==> src/rtl/membus_pkg.sv <==
package membus_pkg;
  typedef enum logic [1:0] {
    ST_IDLE   = 2'd0,
    ST_START  = 2'd1,
    ST_ACCESS = 2'd2,
    ST_PRE    = 2'd3
  } bus_state_e;
endpackage

==> src/rtl/membus_timer.sv <==
module membus_timer #(
  parameter int CNT_W = 5
) (
  input  logic             clk_i,
  input  logic             rst_ni,
  input  logic             clear_i,
  output logic [CNT_W-1:0] count_o
);
  always_ff @(posedge clk_i or negedge rst_ni) begin
    if (!rst_ni)      count_o <= '0;
    else if (clear_i) count_o <= '0;
    else              count_o <= count_o + 1'b1;
  end
endmodule

==> src/rtl/membus_fsm.sv <==
module membus_fsm
  import membus_pkg::*;
#(
  parameter int CNT_W     = 5,
  parameter int SETUP_CYC = 1,
  parameter int RD_LEN    = 4,
  parameter int WR_LEN    = 4,
  parameter int PRE_CYC   = 2
) (
  input  logic             clk_i,
  input  logic             rst_ni,
  input  logic             req_valid_i,
  input  logic             we_q_i,
  input  logic [CNT_W-1:0] count_i,
  output bus_state_e       state_o,
  output logic             ready_o,
  output logic             accept_o,
  output logic             clear_o
);
  localparam logic [CNT_W-1:0] SETUP_LAST = CNT_W'(SETUP_CYC - 1);
  localparam logic [CNT_W-1:0] RD_LAST    = CNT_W'(RD_LEN - 1);
  localparam logic [CNT_W-1:0] WR_LAST    = CNT_W'(WR_LEN - 1);
  localparam logic [CNT_W-1:0] PRE_LAST   = CNT_W'(PRE_CYC - 1);

  bus_state_e state_q, state_d;
  logic       phase_end;

  always_comb begin
    unique case (state_q)
      ST_START:  phase_end = (count_i == SETUP_LAST);
      ST_ACCESS: phase_end = (count_i == (we_q_i ? WR_LAST : RD_LAST));
      ST_PRE:    phase_end = (count_i == PRE_LAST);
      default:   phase_end = 1'b0;
    endcase
  end

  assign ready_o  = (state_q == ST_IDLE) || ((state_q == ST_PRE) && phase_end);
  assign accept_o = ready_o && req_valid_i;
  assign clear_o  = phase_end || (state_q == ST_IDLE);

  always_comb begin
    state_d = state_q;
    unique case (state_q)
      ST_IDLE:   if (accept_o)  state_d = ST_START;
      ST_START:  if (phase_end) state_d = ST_ACCESS;
      ST_ACCESS: if (phase_end) state_d = ST_PRE;
      ST_PRE:    if (phase_end) state_d = accept_o ? ST_START : ST_IDLE;
      default:   state_d = ST_IDLE;
    endcase
  end

  always_ff @(posedge clk_i or negedge rst_ni) begin
    if (!rst_ni) state_q <= ST_IDLE;
    else         state_q <= state_d;
  end

  assign state_o = state_q;

  // access always leads into precharge, never straight back to setup
  assert_access_to_pre_R6: assert property (@(posedge clk_i) disable iff (!rst_ni)
    (state_q == ST_ACCESS && state_d != ST_ACCESS) |=> (state_q == ST_PRE));
endmodule

==> src/rtl/membus_drive.sv <==
module membus_drive
  import membus_pkg::*;
#(
  parameter int CNT_W    = 5,
  parameter int ADDR_W   = 15,
  parameter int DATA_W   = 8,
  parameter int HOLD_CYC = 1,
  parameter int RD_LEN   = 4
) (
  input  logic              clk_i,
  input  logic              rst_ni,
  input  bus_state_e        state_i,
  input  logic [CNT_W-1:0]  count_i,
  input  logic              we_q_i,
  input  logic [ADDR_W-1:0] addr_q_i,
  input  logic [DATA_W-1:0] wdata_q_i,
  input  logic [DATA_W-1:0] mem_dq_i,
  output logic              mem_ce_no,
  output logic              mem_we_no,
  output logic              mem_oe_no,
  output logic [ADDR_W-1:0] mem_addr_o,
  output logic [DATA_W-1:0] mem_dq_o,
  output logic              mem_dq_oe_o,
  output logic [DATA_W-1:0] rsp_rdata_o,
  output logic              rsp_valid_o
);
  localparam logic [CNT_W-1:0] HOLD_N  = CNT_W'(HOLD_CYC);
  localparam logic [CNT_W-1:0] RD_LAST = CNT_W'(RD_LEN - 1);

  logic in_start, in_access, in_cycle, addr_win, rd_last;

  assign in_start  = (state_i == ST_START);
  assign in_access = (state_i == ST_ACCESS);
  assign in_cycle  = in_start || in_access;
  // address only needs to survive the hold window after the CE fall
  assign addr_win  = in_start || (in_access && (count_i < HOLD_N));
  assign rd_last   = in_access && !we_q_i && (count_i == RD_LAST);

  assign mem_ce_no   = !in_access;
  assign mem_we_no   = !(in_cycle && we_q_i);
  assign mem_oe_no   = !(in_access && !we_q_i);
  assign mem_dq_oe_o = in_cycle && we_q_i;
  assign mem_dq_o    = mem_dq_oe_o ? wdata_q_i : '0;
  assign mem_addr_o  = addr_win ? addr_q_i : '0;

  always_ff @(posedge clk_i or negedge rst_ni) begin
    if (!rst_ni) begin
      rsp_valid_o <= 1'b0;
      rsp_rdata_o <= '0;
    end else begin
      rsp_valid_o <= rd_last;
      if (rd_last) rsp_rdata_o <= mem_dq_i;
    end
  end

  assert_no_drive_fight_R7: assert property (@(posedge clk_i) disable iff (!rst_ni)
    !(mem_dq_oe_o && !mem_oe_no));
  assert_rsp_single_R4: assert property (@(posedge clk_i) disable iff (!rst_ni)
    rsp_valid_o |=> !rsp_valid_o);
  assert_rsp_after_ce_rise_R4: assert property (@(posedge clk_i) disable iff (!rst_ni)
    rsp_valid_o |-> (mem_ce_no && !$past(mem_ce_no)));
  assert_addr_setup_R3: assert property (@(posedge clk_i) disable iff (!rst_ni)
    $fell(mem_ce_no) |-> $stable(mem_addr_o));
  assert_ce_ctrl_write_R5: assert property (@(posedge clk_i) disable iff (!rst_ni)
    $fell(mem_ce_no) |-> $stable(mem_we_no));
endmodule

==> src/rtl/membus_ctrl.sv <==
module membus_ctrl
  import membus_pkg::*;
#(
  parameter int ADDR_W         = 15,
  parameter int DATA_W         = 8,
  parameter int SETUP_CYC      = 1,
  parameter int HOLD_CYC       = 1,
  parameter int ACCESS_CYC     = 4,
  parameter int WSETUP_CYC     = 5,
  parameter int PRE_CYC        = 2,
  parameter int MAX_CE_LOW_CYC = 16
) (
  input  logic              clk_i,
  input  logic              rst_ni,
  input  logic              req_valid_i,
  output logic              req_ready_o,
  input  logic [ADDR_W-1:0] req_addr_i,
  input  logic              req_we_i,
  input  logic [DATA_W-1:0] req_wdata_i,
  output logic [DATA_W-1:0] rsp_rdata_o,
  output logic              rsp_valid_o,
  output logic              mem_ce_no,
  output logic              mem_we_no,
  output logic              mem_oe_no,
  output logic [ADDR_W-1:0] mem_addr_o,
  output logic [DATA_W-1:0] mem_dq_o,
  output logic              mem_dq_oe_o,
  input  logic [DATA_W-1:0] mem_dq_i
);
  localparam int RD_LEN = ACCESS_CYC;
  localparam int WR_LEN = (WSETUP_CYC > ACCESS_CYC) ? WSETUP_CYC : ACCESS_CYC;
  localparam int SPAN   = MAX_CE_LOW_CYC + PRE_CYC + SETUP_CYC + WR_LEN + 2;
  localparam int CNT_W  = $clog2(SPAN);

  bus_state_e        state;
  logic [CNT_W-1:0]  count;
  logic              accept, clear;
  logic              we_q;
  logic [ADDR_W-1:0] addr_q;
  logic [DATA_W-1:0] wdata_q;

  always_ff @(posedge clk_i or negedge rst_ni) begin
    if (!rst_ni) begin
      we_q    <= 1'b0;
      addr_q  <= '0;
      wdata_q <= '0;
    end else if (accept) begin
      we_q    <= req_we_i;
      addr_q  <= req_addr_i;
      wdata_q <= req_wdata_i;
    end
  end

  membus_timer #(.CNT_W(CNT_W)) u_timer (
    .clk_i   (clk_i),
    .rst_ni  (rst_ni),
    .clear_i (clear),
    .count_o (count)
  );

  membus_fsm #(
    .CNT_W     (CNT_W),
    .SETUP_CYC (SETUP_CYC),
    .RD_LEN    (RD_LEN),
    .WR_LEN    (WR_LEN),
    .PRE_CYC   (PRE_CYC)
  ) u_fsm (
    .clk_i       (clk_i),
    .rst_ni      (rst_ni),
    .req_valid_i (req_valid_i),
    .we_q_i      (we_q),
    .count_i     (count),
    .state_o     (state),
    .ready_o     (req_ready_o),
    .accept_o    (accept),
    .clear_o     (clear)
  );

  membus_drive #(
    .CNT_W    (CNT_W),
    .ADDR_W   (ADDR_W),
    .DATA_W   (DATA_W),
    .HOLD_CYC (HOLD_CYC),
    .RD_LEN   (RD_LEN)
  ) u_drive (
    .clk_i       (clk_i),
    .rst_ni      (rst_ni),
    .state_i     (state),
    .count_i     (count),
    .we_q_i      (we_q),
    .addr_q_i    (addr_q),
    .wdata_q_i   (wdata_q),
    .mem_dq_i    (mem_dq_i),
    .mem_ce_no   (mem_ce_no),
    .mem_we_no   (mem_we_no),
    .mem_oe_no   (mem_oe_no),
    .mem_addr_o  (mem_addr_o),
    .mem_dq_o    (mem_dq_o),
    .mem_dq_oe_o (mem_dq_oe_o),
    .rsp_rdata_o (rsp_rdata_o),
    .rsp_valid_o (rsp_valid_o)
  );

  // pin-level run counters for timing checks
  localparam logic [CNT_W-1:0] HI_CAP  = CNT_W'(PRE_CYC + SETUP_CYC);
  localparam logic [CNT_W-1:0] LOW_CAP = CNT_W'(MAX_CE_LOW_CYC + 1);
  localparam logic [CNT_W-1:0] PRE_N   = CNT_W'(PRE_CYC);
  localparam logic [CNT_W-1:0] MAX_N   = CNT_W'(MAX_CE_LOW_CYC);

  logic [CNT_W-1:0] hi_run, low_run;

  always_ff @(posedge clk_i or negedge rst_ni) begin
    if (!rst_ni) begin
      hi_run  <= HI_CAP;
      low_run <= '0;
    end else if (mem_ce_no) begin
      low_run <= '0;
      if (hi_run < HI_CAP) hi_run <= hi_run + 1'b1;
    end else begin
      hi_run <= '0;
      if (low_run < LOW_CAP) low_run <= low_run + 1'b1;
    end
  end

  assert_ready_ce_high_R2: assert property (@(posedge clk_i) disable iff (!rst_ni)
    req_ready_o |-> mem_ce_no);
  assert_precharge_min_R6: assert property (@(posedge clk_i) disable iff (!rst_ni)
    $fell(mem_ce_no) |-> (hi_run >= PRE_N));
  assert_ce_low_max_R8: assert property (@(posedge clk_i) disable iff (!rst_ni)
    !mem_ce_no |-> (low_run < MAX_N));
  assert_capture_stable_R9: assert property (@(posedge clk_i) disable iff (!rst_ni)
    !mem_ce_no |-> $stable(addr_q));
endmodule

==> config.mk <==
export PLATFORM = sky130hd
export DESIGN_NAME = membus_ctrl
export DESIGN_NICKNAME = d
export VERILOG_FILES = /design/src/rtl/membus_pkg.sv /design/src/rtl/membus_timer.sv /design/src/rtl/membus_fsm.sv /design/src/rtl/membus_drive.sv /design/src/rtl/membus_ctrl.sv
export SDC_FILE = /design/constraint.sdc
export NUM_CORES = 1
export LEC_CHECK = 0
export BUFFER_PORTS_ARGS = -buffer_cell sky130_fd_sc_hd__buf_2
export CORE_MARGIN = 2
export CORE_UTILIZATION = 35
export DETAILED_ROUTE_END_ITERATION = 8
export GPL_ROUTABILITY_DRIVEN = 0
export SLEW_MARGIN = 20
export SYNTH_ARGS = -nofsm -noshare
export SYNTH_HDL_FRONTEND = slang
export SYNTH_SLANG_ARGS = --single-unit
==> constraint.sdc <==
create_clock -name clk_i -period 2.2 [get_ports clk_i]
set_input_delay 0.22 -clock clk_i [delete_from_list [all_inputs] [get_ports clk_i]]
set_output_delay 0.22 -clock clk_i [all_outputs]
set_load 0.02 [all_outputs]
==> results of run 1 <==
==> repair_timing <==
item                                    in CTS  in global routing
gates resized for setup                      0                  2
endpoints found under the setup margin       0                 28
setup buffers                                0                  2
==> state kept, by name (all words and copies together) (netlist names) <==
signal,count
u_drive.rsp_rdata_o,8
addr_q,15
we_q,1
u_fsm.state_o,2
u_timer.count_o,5
wdata_q,8
u_drive.rsp_valid_o,1
==> worst max-delay path, stage by stage, from the launching register on <==
cell and delay, ns:
dfrtp_1 0.46, inv_1 0.10, ha_1 0.21, a22o_1 0.23, a32o_1 0.23, a21o_1 0.18, buf_2 0.15
==> stage by stage <==
step	hold WS, ns	power (µW)	cells
after global routing	0.122	4570	306
after detailed placement	0.402	3710	295
after CTS	0.0751	4240	303
after global placement	0.391	3700	295
final	0.0537	4240	306
after floorplan	-0.0756	3030	151
==> routing by layer <==
metal | global-route usage (%) | vias to the layer above
li1 | - | 684
met1 | 17.3 | 664
met2 | 20.2 | 42
met3 | 5.20 | 6
met4 | 4.48 | 0
met5 | 0 | -
==> report_power, final <==
part	total [µW]	internal, µW	switching (µW)	leakage, µW
clock	498	250	248	0.0000510
sequential	1320	1090	223	0.000480
combinational	2430	1150	1270	0.000808
total	4240	2500	1740	0.00134
==> cells in the mapped netlist (2+ instances only) <==
cell type,count
mux2_4,20
a22o_1,2
inv_1,9
and3_1,8
nor2b_1,16
a21oi_1,2
clkbuf_1,2
mux2_1,4
buf_6,2
ha_1,7
nand3_1,2
nor2_1,5
nand2_1,3
xor2_1,2
mux2_2,9
dfrtp_1,40
nand2b_1,2
==> how the worst max path moves through the flow <==
stage	start	to	slack [ns]	depth (start not counted)
finish	u_timer.count_o[0]	req_ready_o	0.13	6
global route	u_fsm.state_o[0]	mem_addr_o[0]	0.007	7
CTS	u_timer.count_o[0]	addr_q[0]	0.1	7
detailed placement	u_fsm.state_o[0]	addr_q[0]	0.12	7
global placement	u_fsm.state_o[1]	addr_q[14]	0.14	7
floorplan	u_fsm.state_o[0]	addr_q[10]	0.22	7
==> cell type report <==
| cell class | count | area, µm² |
|---|---|---|
| Multi-Input combinational cell | 98 | 935 |
| Fill cell | 517 | 2930 |
| Clock inverter | 2 | 10.0 |
| Tap cell | 72 | 90.1 |
| Timing Repair Buffer | 79 | 429 |
| Inverter | 9 | 33.8 |
| Clock buffer | 6 | 82.6 |
| Sequential cell | 40 | 1000 |
==> placed cells by master, fill, tap and decap left out <==
cell type  instances
o21ai_4            1
inv_1              9
ha_1               7
clkbuf_8           6
a32oi_2            1
mux2_4            20
buf_12             1
nor3_1             1
nor2_1             5
nand3_1            2
xor2_1             2
o22ai_1            1
dfrtp_1           40
nor2b_1           16
buf_2             72
nor3_2             1
xnor2_1            1
mux2_1             4
a22o_1             2
mux2_2             9
a21o_1             1
o21bai_1           1
nand4b_1           1
o21ai_0            1
a31oi_1            1
buf_4              5
o22a_1             1
nand2b_1           2
clkinv_2           2
and3_1             8
nor3b_2            1
a21boi_0           1
a41oi_2            1
a21oi_1            2
nand2_1            3
buf_6              1
a32o_1             1
==> kinds of logic (layout without fill, tap and decap cells) <==
kind of cell | Yosys count | count (layout) | share of synthesized area (%)
adder cells (fa/ha/maj) | 7 | 7 | 4.40
multiplexers | 33 | 33 | 22.4
XOR/XNOR | 3 | 3 | 1.32
AND/OR/NAND/NOR | 40 | 40 | 12.0
buffers and inverters | 13 | 96 | 3.20
flip-flops | 40 | 40 | 50.3
AO/OA/AOI/OAI | 15 | 15 | 6.41
==> reports/results.ini, run 1 <==
[critical_path]
rrSetupSlack_ns=0.15
cp.required_ns=1.98
critPathCaptureType=output pin
timing.rr.start=u_timer.count_o[0]
r2r_end=addr_q[0]
worstSetupStartpointType=flop
crit_type=reg2out
reg2regPathDepth=7
cp.arrival_ns=1.85
worstPathMaxFanout=7

[detailed_routing]
viasPerCell=4.56
drtIter0Drc=28
dr.pass1.iters=4
topRoutingLayerUsed=met4
ant_nets=0
routed_wl_mm=3.99
num_vias=1396
wl_met1_mm=1.81
met2WireLength_mm=1.87
drc=0
post_drt_wl_per_cell_um=13.0
routed-wl-met3_um=250

[cts]
cts_htree_levels=2
cts_tree=done
clk_pin_slew_worst_paths_ns=0.08
clk_path_buf_depth=2
cts-root-buf=clkbuf_8
postCtsHoldBufs=0
cts.sink_count=40
cts_buffers=5
clock_latency_ns=0.29

[yosys]
synth_area_leaders=dfrtp_1, mux2_4, mux2_2
synth-seq-cells=40
postSynth.asyncResetShare_pct=100
synth_area_leader_cell=dfrtp_1
netlist.area_leader.share_pct=50.3
netlist-cell-type-count=33
synth_nets=193
syn_inst=151
ys.flop_type=dfrtp_1
synth_seq_area_share_pct=50.3
synth_area_um2=1990
synth_enable_flop_cells=0
synth_warnings=0
avgSynthCellArea_um2=13.2

[layout]
drive_above_1_share_pct=51.7
fin_nets=275
area_growth_pct=29.6
utilization_pct=46.9
n_antenna_cell=0
finalInstanceArea_um2=2580

[flow_run]
cap_violations=0

[run_status]
outcome=finished clean

[timing]
final_max_slew_viol_count=0
rsz0062_at_grt=false
max_freq_mhz=484
fin_tns_setup_ns=0
relSlewSlack_pct=39.9
fin_crit_sh_pct=94.0
worst_pin_slew_ns=0.901
finalHoldViolations=0
finalClockSkew_ns=0.00313
setup_viol=0
finalWorstSetupSlack_ns=0.133
period_needed_ns=2.07

[grt]
grt_first_pass_wirelength_mm=6.45
grt_overflow_total=0
grt_pass1_vias=1351
grt_max_degree=41
grt_usage_pct=13.3
antenna_found_initial=0

[floorplan]
die_area_um2=6310
die_w_um=79.4
io_pins=72
start_util_pct=36.2
die_h_um=79.4
fp-row-count=27
fp.coreArea_um2=5510

[power_and_ir_drop]
irDropWorstVdd_mv=0.801
p_per_area_nw_per_um2=1640
p_leak_uw=0.00134

[place]
place_area_um2=2460
port_buffers=71
place_ws_ns=0.121
dp_hpwl_mm=2.85

[hold_path]
min_path_type=in2async

Power figures use the tool's default switching activity.
==> inputs of run 2 (changes only) <==
- ABC_CLOCK_PERIOD_IN_PS: default -> 2200
- BUFFER_PORTS_ARGS: -buffer_cell sky130_fd_sc_hd__buf_2 -> -buffer_cell sky130_fd_sc_hd__clkbuf_2
==> reports/results.ini, run 2 (synthesized netlist as in run 1, its figures left out) <==
[floorplan]
die_w_um=79.4
start_util_pct=36.2
fp.coreArea_um2=5510
die_area_um2=6310
fp-row-count=27
io_pins=72
die_h_um=79.4

[timing]
max_freq_mhz=481
fin_crit_sh_pct=94.5
fin_tns_setup_ns=0
worst_pin_slew_ns=0.394
relSlewSlack_pct=73.7
setup_viol=0
rsz0062_at_grt=false
finalHoldViolations=0
final_max_slew_viol_count=0
period_needed_ns=2.08
finalClockSkew_ns=0.00529

[hold_path]
hold_end=addr_q[14]
hold_depth=2
min_path_type=in2reg
hp-start=req_addr_i[14]

[layout]
fin_nets=277
drive_above_1_share_pct=51.7
n_antenna_cell=0
final_cell_mix=clkbuf_2, dfrtp_1, mux2_4
finalInstanceArea_um2=2620
final_common_cell=clkbuf_2
stdcell_count=308
reg_top3=addr_q (15), u_drive.rsp_rdata_o (8), wdata_q (8)
utilization_pct=47.6
area_growth_pct=31.5
regMostFlops=addr_q
fill_cells=527
largest_register_ffs=15

[cts]
cts-root-buf=clkbuf_8
cts_tree=done
clk_path_buf_depth=2
cts_buffers=5
cts_htree_levels=2
cts_setup_buffers=0
clk_pin_slew_worst_paths_ns=0.08
clock_latency_ns=0.29
cts.sink_count=40

[grt]
grt_max_degree=27
grt_pass1_vias=1409
antenna_found_initial=0
grt_first_pass_wirelength_mm=6.84
grt_overflow_total=0
grt_usage_pct=14.1

[detailed_routing]
viasPerCell=4.62
routed_wl_mm=4.22
drtIter0Drc=50
dr.pass1.iters=2
drc=0
post_drt_wl_per_cell_um=13.7
ant_nets=0
num_vias=1423

[critical_path]
reg2regPathDepth=7
crit_family=compound AO/OA/AOI/OAI gates
cp.arrival_ns=1.86
rrSetupSlack_ns=0.17
critPathMaxStageDelay_ns=0.46
critPathCaptureType=output pin
slowest_stage=dfrtp_1
cp.required_ns=1.98
timing.rr.start=u_fsm.state_o[0]
crit_type=reg2out
crit_buf_inv=2
crit_chain=inv_1 -> ha_1 -> a22o_1 -> a32o_1 -> a21o_1 -> clkbuf_2
worstSetupStartpointType=flop
worstPathMaxFanout=7
r2r_end=addr_q[0]

[place]
dp_hpwl_mm=3.09
placed_cells=298
place_area_um2=2480
port_buffers=71

[power_and_ir_drop]
p_leak_uw=0.00135
irDropWorstVdd_mv=0.748
p_per_area_nw_per_um2=1680

[flow_run]
cap_violations=0

[run_status]
outcome=finished clean

## run 2: changes by cell type in the layout (fill, tap and decap cells not counted)
cell           delta
clkbuf_4          +1
clkbuf_8          -1
bufinv_16         +1
clkinvlp_4        +1
clkbuf_2         +71
dlygate4sd3_1     +1
clkinv_2          -1
buf_2            -72
buf_4             +1
## run 2: worst max path at each step
stage | start | slack (ns) | endpoint | cells past startpoint
after floorplan | u_fsm.state_o[0] | 0.22 | addr_q[10] | 7
after global placement | u_fsm.state_o[0] | 0.22 | addr_q[0] | 7
final | u_timer.count_o[0] | 0.12 | req_ready_o | 6
after global routing | u_fsm.state_o[1] | 0.01 | req_ready_o | 6
after detailed placement | u_fsm.state_o[0] | 0.18 | addr_q[0] | 7
after CTS | u_timer.count_o[0] | 0.12 | req_ready_o | 6
## run 2: repair_timing
item	in CTS	in global routing
setup endpoints to repair	0	15
endpoints found under the hold margin	14	0
gates resized for setup	0	3
hold buffers	1	0
## run 2: metal layers
layer,global-route usage (%),part of all wire [%]
met1,19.4,47
met2,21.5,47
met3,3.73,4.5
met4,4.66,1.2
met5,0,0
## run 2: report_power, final
part	total [µW]	internal (µW)	switching, µW
Combinational	2480	1160	1310
Clock	598	336	262
Sequential	1320	1090	229
Total	4400	2590	1800
## run 2: area by class of cell
class                   count  area (µm²)  share of cell area (%)
flip-flops and latches     40        1000                    38.2
multi-input cells          98         935                    35.7
repair buffers             81         449                    17.1
well taps                  72        90.1                    3.44
clock buffers               5        68.8                    2.63
clock inverters             3        42.5                    1.62
inverters                   9        33.8                    1.29
## run 2: worst register-to-register path: stages (launching register included)
cell,delay (ns)
dfrtp_1,0.42
inv_1,0.10
ha_1,0.16
nor3b_2,0.21
a32oi_2,0.17
o21ai_4,0.28
buf_12,0.23
mux2_1,0.35
## run 2: stage by stage
step | total power, µW | setup WS, ns | hold WS, ns
final | 4400 | 0.122 | 0.145
after global routing | 4710 | 0.0140 | 0.138
after CTS | 4390 | 0.125 | 0.141
after detailed placement | 3770 | 0.180 | 0.167
after global placement | 3740 | 0.222 | 0.168
after floorplan | 3030 | 0.224 | -0.0756
==> inputs of run 3 (changes only) <==
- REMOVE_ABC_BUFFERS: default -> 1
==> reports/results.ini, run 3 (synthesized netlist as in run 1, its figures left out) <==
[grt]
grt_max_degree=18
antenna_found_initial=0
grt_usage_pct=13.7
gr-usage-met1_pct=19.9
grt-busiest-layer=met2
use_met3_pct=2.71
met2_usage_pct=20.4
grt_first_pass_wirelength_mm=6.75
grt_overflow_total=0
grt_pass1_vias=1438

[critical_path]
cp.required_ns=1.98
worstPathMaxFanout=5
slowest_stage=dfrtp_1
critPathCaptureType=output pin
reg2regPathDepth=7
r2r_end=wdata_q[7]
rrSetupSlack_ns=0.17
worstSetupStartpointType=flop
crit_family=compound AO/OA/AOI/OAI gates
crit_chain=inv_1 -> ha_1 -> a22o_1 -> a32o_1 -> a21o_1 -> clkbuf_2
cp.arrival_ns=1.90
crit_type=reg2out
timing.rr.start=u_fsm.state_o[1]
critPathMaxStageDelay_ns=0.42
crit_buf_inv=2

[layout]
drive_above_1_share_pct=50.9
largest_register_ffs=15
fill_cells=499
reg_top3=addr_q (15), u_drive.rsp_rdata_o (8), wdata_q (8)
multi_input_area_um2=946
final_cell_mix=clkbuf_2, dfrtp_1, mux2_4
utilization_pct=47.1
seqCellArea_um2=1000
n_antenna_cell=0
fin_nets=275
final_common_cell=clkbuf_2
stdcell_count=306
regMostFlops=addr_q
area_growth_pct=30.2

[cts]
clk_path_buf_depth=2
cts.sink_count=40
clk_pin_slew_worst_paths_ns=0.07
clock_latency_ns=0.28
cts_buffers=5
cts-root-buf=clkbuf_8
cts_htree_levels=2
cts_tree=done

[hold_path]
hold_end=addr_q[0]
hp-start=req_addr_i[0]
min_path_type=in2reg
hold_depth=2

[detailed_routing]
dr.pass1.iters=4
post_drt_wl_per_cell_um=13.1
drc=0
ant_nets=0
routed_wl_mm=4.01
num_vias=1414
viasPerCell=4.62
drtIter0Drc=52

[floorplan]
die_w_um=79.4
fp.coreArea_um2=5510
io_pins=72
die_h_um=79.4
die_area_um2=6310
fp-row-count=27
start_util_pct=36.2

[timing]
fin_crit_sh_pct=96.2
period_needed_ns=2.12
final_max_slew_viol_count=0
finalHoldViolations=0
worst_pin_slew_ns=0.513
max_freq_mhz=472
fin_tns_setup_ns=0
relSlewSlack_pct=65.6
setup_viol=0
rsz0062_at_grt=true
finalClockSkew_ns=0.00345

[place]
port_buffers=71
placed_cells=297
dp_hpwl_mm=2.96

[power_and_ir_drop]
p_per_area_nw_per_um2=1640
p_leak_uw=0.00133
irDropWorstVdd_mv=0.715

[run_status]
outcome=finished clean

[flow_run]
cap_violations=0

## run 3: power by group
part / leakage, µW / internal, µW / total, µW / switching (µW)
Clock: 0.0000455 / 256 / 493 / 237
Combinational: 0.000803 / 1130 / 2420 / 1290
Sequential: 0.000479 / 1100 / 1330 / 232
Total: 0.00133 / 2480 / 4240 / 1760
## run 3: metal layers
metal / up-vias / wire length (µm)
met3: 5 / 238
met5: - / 0
met4: 0 / 40
li1: 683 / -
met2: 50 / 1760
met1: 676 / 1980
## run 3: cell type report
type,count,area share (%)
clock buffer,8,3.47
inverter,9,1.30
multi-input combinational,98,36.5
sequential,40,38.7
tap,72,3.47
timing repair buffer,79,16.6
## run 3: worst max path at each step
stage                startpoint            end  slack [ns]  cells after the start
2_1_floorplan  u_fsm.state_o[0]      addr_q[0]        -0.1                      6
3_5_place_dp   u_fsm.state_o[1]     wdata_q[7]        0.17                      7
6_report       u_fsm.state_o[1]    req_ready_o        0.08                      6
4_1_cts        u_fsm.state_o[0]  mem_addr_o[7]        0.12                      7
5_1_grt        u_fsm.state_o[1]    req_ready_o      -0.004                      6
3_3_place_gp   u_fsm.state_o[1]           we_q        0.20                      7
## run 3: worst reg2reg max path, delay by kind of cell, from the launching register on
kind / cells / cell delay (ns)
buffers and inverters: 2 / 0.25
AOI/OAI and AO/OA: 3 / 0.67
adders and majority gates: 1 / 0.23
muxes: 1 / 0.33
DFF: 1 / 0.42
## run 3: what timing repair did
action,in CTS,in global routing
buffers inserted,0,0
resized for setup,0,3
hold buffers,1,0
setup endpoints to repair,0,9
hold endpoints to repair,12,0
## run 3: per-stage QoR
step,hold slack (ns),cell area [µm²],worst slack (ns),power [µW]
floorplan,-0.0756,1960,-0.0957,2990
global placement,0.143,2470,0.196,3700
detailed placement,0.141,2470,0.170,3720
CTS,0.146,2570,0.119,4250
global route,0.147,2590,-0.00446,4570
finish,0.152,2590,0.0826,4240
